File: src/rtl/xcvr_pkg.sv
package xcvr_pkg;
   typedef struct packed {
      logic transp;
      logic strobe;
      logic mask;
      logic drv_n;
   } dir_ctrl_t;

   localparam dir_ctrl_t CTRL_IDLE = '{transp: 1'b0, strobe: 1'b0, mask: 1'b0, drv_n: 1'b1};
   localparam int NUM_DIRS = 2;
endpackage

File: src/rtl/xcvr_in_stage.sv
module xcvr_in_stage
   import xcvr_pkg::*;
#(
   parameter int W      = 18,
   parameter int IN_REG = 1
) (
   input  logic            clk,
   input  logic            rst_n,
   input  logic [W-1:0]    data_i,
   input  dir_ctrl_t       ctrl_i,
   output logic [W-1:0]    data_o,
   output dir_ctrl_t       ctrl_o
);
   initial begin
      assert (W >= 1) else $error("xcvr_in_stage: W must be positive");
      assert (IN_REG == 0 || IN_REG == 1) else $error("xcvr_in_stage: IN_REG must be 0 or 1");
   end

   generate
      if (IN_REG != 0) begin : g_reg
         always_ff @(posedge clk or negedge rst_n) begin
            if (!rst_n) begin
               data_o <= '0;
               ctrl_o <= CTRL_IDLE;
            end else begin
               data_o <= data_i;
               ctrl_o <= ctrl_i;
            end
         end
      end else begin : g_pass
         always_comb begin
            data_o = data_i;
            ctrl_o = ctrl_i;
         end
      end
   endgenerate
endmodule

File: src/rtl/xcvr_lane.sv
module xcvr_lane
   import xcvr_pkg::*;
#(
   parameter int          W       = 18,
   parameter logic [W-1:0] RST_VAL = '0
) (
   input  logic            clk,
   input  logic            rst_n,
   input  logic [W-1:0]    src_q,
   input  dir_ctrl_t       ctrl_q,
   output logic [W-1:0]    word,
   output logic            drive
);
   logic strobe_prev;
   logic strobe_rise;
   logic load;

   initial begin
      assert (W >= 1) else $error("xcvr_lane: W must be positive");
   end

   assign strobe_rise = ctrl_q.strobe & ~strobe_prev;
   assign load        = ctrl_q.transp | (strobe_rise & ~ctrl_q.mask);

   always_ff @(posedge clk or negedge rst_n) begin
      if (!rst_n) begin
         strobe_prev <= 1'b0;
         word        <= RST_VAL;
         drive       <= 1'b0;
      end else begin
         strobe_prev <= ctrl_q.strobe;
         drive       <= ~ctrl_q.drv_n;
         if (load) word <= src_q;
      end
   end

   // transparent select loads every cycle
   p_transp_follow_r2: assert property (@(posedge clk) disable iff (!rst_n)
      ctrl_q.transp |=> word == $past(src_q));
   // rising strobe, unmasked, captures the source
   p_capture_r3: assert property (@(posedge clk) disable iff (!rst_n)
      (!ctrl_q.transp && ctrl_q.strobe && !strobe_prev && !ctrl_q.mask) |=> word == $past(src_q));
   // steady strobe holds the word
   p_steady_hold_r4: assert property (@(posedge clk) disable iff (!rst_n)
      (!ctrl_q.transp && (ctrl_q.strobe == strobe_prev)) |=> $stable(word));
   // hold-mask blocks captures
   p_mask_hold_r5: assert property (@(posedge clk) disable iff (!rst_n)
      (!ctrl_q.transp && ctrl_q.mask) |=> $stable(word));
   // drive request is active low
   p_drive_follow_r6: assert property (@(posedge clk) disable iff (!rst_n)
      ctrl_q.drv_n |=> !drive);
endmodule

File: src/rtl/dual_path_xcvr.sv
module dual_path_xcvr
   import xcvr_pkg::*;
#(
   parameter int           W       = 18,
   parameter int           IN_REG  = 1,
   parameter logic [W-1:0] RST_VAL = '0
) (
   input  logic         clk,
   input  logic         rst_n,
   input  logic [W-1:0] a_in,
   output logic [W-1:0] a_out,
   output logic         a_drive,
   input  logic [W-1:0] b_in,
   output logic [W-1:0] b_out,
   output logic         b_drive,
   input  logic         ab_transp,
   input  logic         ab_strobe,
   input  logic         ab_mask,
   input  logic         ab_drv_n,
   input  logic         ba_transp,
   input  logic         ba_strobe,
   input  logic         ba_mask,
   input  logic         ba_drv_n
);
   localparam int ND = NUM_DIRS;

   logic [W-1:0] src_raw  [ND];
   dir_ctrl_t    ctrl_raw [ND];
   logic [W-1:0] src_q    [ND];
   dir_ctrl_t    ctrl_q   [ND];
   logic [W-1:0] word     [ND];
   logic         drive    [ND];

   initial begin
      assert (W >= 1) else $error("dual_path_xcvr: W must be positive");
      assert (IN_REG == 0 || IN_REG == 1) else $error("dual_path_xcvr: IN_REG must be 0 or 1");
   end

   // index 0: A to B, index 1: B to A
   assign src_raw[0]  = a_in;
   assign src_raw[1]  = b_in;
   assign ctrl_raw[0] = '{transp: ab_transp, strobe: ab_strobe, mask: ab_mask, drv_n: ab_drv_n};
   assign ctrl_raw[1] = '{transp: ba_transp, strobe: ba_strobe, mask: ba_mask, drv_n: ba_drv_n};

   generate
      for (genvar d = 0; d < ND; d++) begin : g_dir
         xcvr_in_stage #(.W(W), .IN_REG(IN_REG)) u_in (
            .clk    (clk),
            .rst_n  (rst_n),
            .data_i (src_raw[d]),
            .ctrl_i (ctrl_raw[d]),
            .data_o (src_q[d]),
            .ctrl_o (ctrl_q[d])
         );
         xcvr_lane #(.W(W), .RST_VAL(RST_VAL)) u_lane (
            .clk    (clk),
            .rst_n  (rst_n),
            .src_q  (src_q[d]),
            .ctrl_q (ctrl_q[d]),
            .word   (word[d]),
            .drive  (drive[d])
         );
      end
   endgenerate

   assign b_out   = word[0];
   assign b_drive = drive[0];
   assign a_out   = word[1];
   assign a_drive = drive[1];

   generate
      if (IN_REG != 0) begin : g_port_chk
         // port-level release of each destination, independent per path
         p_b_release_r6: assert property (@(posedge clk) disable iff (!rst_n)
            $past(ab_drv_n, 2) |-> !b_drive);
         p_a_release_r8: assert property (@(posedge clk) disable iff (!rst_n)
            $past(ba_drv_n, 2) |-> !a_drive);
      end
   endgenerate
endmodule

File: config.mk
export PLATFORM = sky130hd
export DESIGN_NAME = dual_path_xcvr
export DESIGN_NICKNAME = d
export VERILOG_FILES = /design/src/rtl/xcvr_pkg.sv /design/src/rtl/xcvr_in_stage.sv /design/src/rtl/xcvr_lane.sv /design/src/rtl/dual_path_xcvr.sv
export SDC_FILE = /design/constraint.sdc
export NUM_CORES = 1
export LEC_CHECK = 0
export ABC_AREA = 1
export CORE_ASPECT_RATIO = 0.7
export CORE_MARGIN = 5
export CORE_UTILIZATION = 44
export CTS_CLUSTER_DIAMETER = 60
export DETAILED_ROUTE_END_ITERATION = 7
export PLACE_DENSITY = 0.76
export SKIP_CTS_REPAIR_TIMING = 1
export SLEW_MARGIN = 5
export SYNTH_ARGS = -nofsm -noshare
export SYNTH_HDL_FRONTEND = slang
export SYNTH_SLANG_ARGS = --single-unit
File: constraint.sdc
create_clock -name clk -period 2.95 [get_ports clk]
set_input_delay 0.295 -clock clk [delete_from_list [all_inputs] [get_ports clk]]
set_output_delay 0.295 -clock clk [all_outputs]
set_load 0.1 [all_outputs]
==> impl_results.md <==
- Wire per inst: 14.0 um
- H-tree Lvls: 3
- Root Driver: clkbuf_8
- Crit share post-route: 0.452
- Std-Cell Rows: 23
- RePlAce Congestion: around 0.75
- Worst slew pin tran: ~0.99 ns
- Yosys top cell by area: dfrtp_1
- Die Y: around 75 um
- Vias per inst: ~4.7
- Area Growth Syn to Fin: 38.5%
- CP cell instances: buf_4
- CP max-delay cell: dfrtp_1
- Register area share after synthesis: 0.784
- Synthesis Warnings: 0
- # diodes: 0
- Cells after Synth: 210
- Final net count: 344
- Critical path depth: 1
- Slew HR: 0.339
- Vias in the first global route: 1763
- Outcome: finished, final reports clean
- Post-synth top area share: 0.764
- Post-route ant nets: 0
- Critical path peak fanout: 2
- Area of the multi-input gates: 508 um^2
- CP top delay family: flip-flops
- Buf/Inv on CP: 1
- Most common cell in the synthesized netlist: dfrtp_1
- Initial antenna violation count: 0
- Top post-synthesis cells by count: dfrtp_1, nand2_1, nand3_1
- Reg clk slew, reported paths: 0.08 ns
- Non-Filler Instances: approximately 380
- RSZ-0062 raised after global routing: no
- Tmin final: 1.33 ns
- Area occupied by registers: around 0.0021 mm^2
- Reg2reg path depth: 5
- Pin count of the biggest net entering global routing: 85
- Peak supply drop: 0.380 mV
- Placed cell count: 362
- Share of post-route cells with drive strength above 1: 0.215
- Fillers: roughly 440
- Pint: 1.96 mW
- Final Skew: 0.00819 ns
- Synth Register Bits: 84
- First-iteration detailed-routing DRC count: 65
- Switching Fraction: 0.317
- Nature of the critical path startpoint: flip-flop
- Port Buffers: 83
- Gate power share: 0.219
- Syn_nets: 256
- Worst EP required: 2.65 ns
- Crit path kind: flip-flop to output pin
- Arr. time, crit path: 1.04 ns
- Drt total wl: 5300 um
- Insertion delay to the later sink of the worst-skew pair: 0.34 ns
- Clock power frac: 0.338
- Final Setup Violations: 0
- Top_reg_cell synth: dfrtp_1
- Max Transition Viols Final: 0
- Sequential Power Share: 0.443
- Netlist Area Pre-Place: 0.00269 mm^2
- Fin Setup TNS: 0 ns
- Congestion Overflow GR: 0
- First-pass GRT wire length: 8580 um
- GR Util All Layers: 0.149
- Final hold violations: 0
- Synth top area cells: dfrtp_1, nand2_1, nand3_1, dfstp_2, nand3_4
- Core Area: 0.00581 mm^2
- Starting density of the core: 0.462
- Clock Sinks: 84
- Max Freq: roughly 0.75 GHz
- Lkg Pwr: 1.84 nW
- Synth async-reset ratio: 1.00
- Die width: 103 um
- Max-cap violations: 0
- Detailed placer's ending HPWL: 3580 um
- CTS buffer count: 9
- Yosys cell types: 10
- Drc violations: 0
- Maximum buffer depth of the clock tree: 2
- Routed via count: around 1800
- Syn Area/Cell: ~13 um^2
- Ports: 84
- First-pass detailed-route iteration total: 4
- CTS tree: done
- EDFF count, synth: 0
- Power per cell area: 773 mW/mm^2
- Tot Pwr: between 2 and 3 mW
- Hold Path Class: primary input to asynchronous set/reset pin
- Worst path max stage delay: 0.39 ns
- Critical path endpoint category: output pin
- Die area: about 0.0078 mm^2
- Sw Pwr: slightly above 0.9 mW
## layer usage
metal / up-vias / share of wire / track usage
met1: 861 / 0.42 / 0.201
met3: 2 / 0.11 / 0.0714
met4: 0 / 0.0023 / 0.0460
met5: - / 0 / 0
met2: 86 / 0.46 / 0.217
li1: 838 / - / -
## cells in the final DEF, fill, tap and decap left out
cell type / instances
buf_4: 39
bufinv_16: 3
clkbuf_8: 10
clkdlybuf4s50_1: 44
clkinv_2: 1
clkinv_4: 1
clkinvlp_4: 1
dfrtp_1: 82
dfstp_2: 2
inv_1: 4
inv_2: 4
nand2_1: 72
nand2_4: 2
nand3_1: 36
nand3_4: 2
## final timing paths
path                       slack [ns]                                    to                                start
max                              1.62                              b_out[5]  g_dir[0].u_lane.word[5]$_DFFE_PN0P_
min                              0.12   g_dir[1].u_lane.word[3]$_DFFE_PN0P_                                rst_n
max reg2reg                      1.81  g_dir[0].u_lane.word[14]$_DFFE_PN0P_    g_dir[0].u_in.ctrl_o[1]$_DFF_PN0_
min reg2reg                      0.43       g_dir[0].u_lane.drive$_DFF_PN0_    g_dir[0].u_in.ctrl_o[0]$_DFF_PN1_
max in group asynchronous        2.20       g_dir[0].u_lane.drive$_DFF_PN0_                                rst_n
min in group clk                 0.36     g_dir[0].u_in.ctrl_o[0]$_DFF_PN1_                             ab_drv_n
## sequential cells by signal, summed over array words and instances (netlist names)
register                  flops
g_dir.u_in.ctrl_o             8
g_dir.u_lane.drive            2
g_dir.u_lane.word            36
g_dir.u_lane.strobe_prev      2
g_dir.u_in.data_o            36
## kinds of logic after synthesis
logic type             count (synthesis)  share of synthesized area
and+or+nand+nor                      112                      0.189
buffers and inverters                 14                     0.0270
DFF                                   84                      0.784
## through the flow
stage / cell area, um^2 / worst slack [ns] / hold slack (ns) / util
6_report: 3720 / 1.62 / 0.115 / 0.640
5_1_grt: 3720 / 1.57 / 0.201 / 0.640
4_1_cts: 3720 / 1.60 / 0.148 / 0.640
3_5_place_dp: 3470 / 1.76 / 0.411 / 0.597
3_3_place_gp: 3470 / 1.78 / 0.406 / 0.597
2_1_floorplan: 2690 / 1.75 / -0.000591 / -
## area by class of cell
class,instances,area share
sequential,84,0.566
clock buffer,10,0.0370
tap,75,0.0252
multi-input combinational,112,0.137
clock inverter,6,0.0299
inverter,8,0.00808
timing repair buffer,83,0.197
## power groups by stage
| stage | Combinational, mW | Clock, mW | Sequential [mW] |
|---|---|---|---|
| 2_1_floorplan | 0.0736 | 0 | 1.66 |
| 3_3_place_gp | 0.628 | 0 | 1.30 |
| 3_5_place_dp | 0.636 | 0 | 1.30 |
| 4_1_cts | 0.636 | 0.999 | 1.28 |
| 5_1_grt | 0.657 | 1.05 | 1.29 |
| 6_report | 0.629 | 0.972 | 1.27 |
## worst reg2reg max path: stages, from the launching register on
cell and delay [ns]:
dfrtp_1 0.37, inv_1 0.08, nand3_4 0.20, nand2_4 0.26
nand2_1 0.10, nand2_1 0.07
Power figures use the tool's default switching activity.
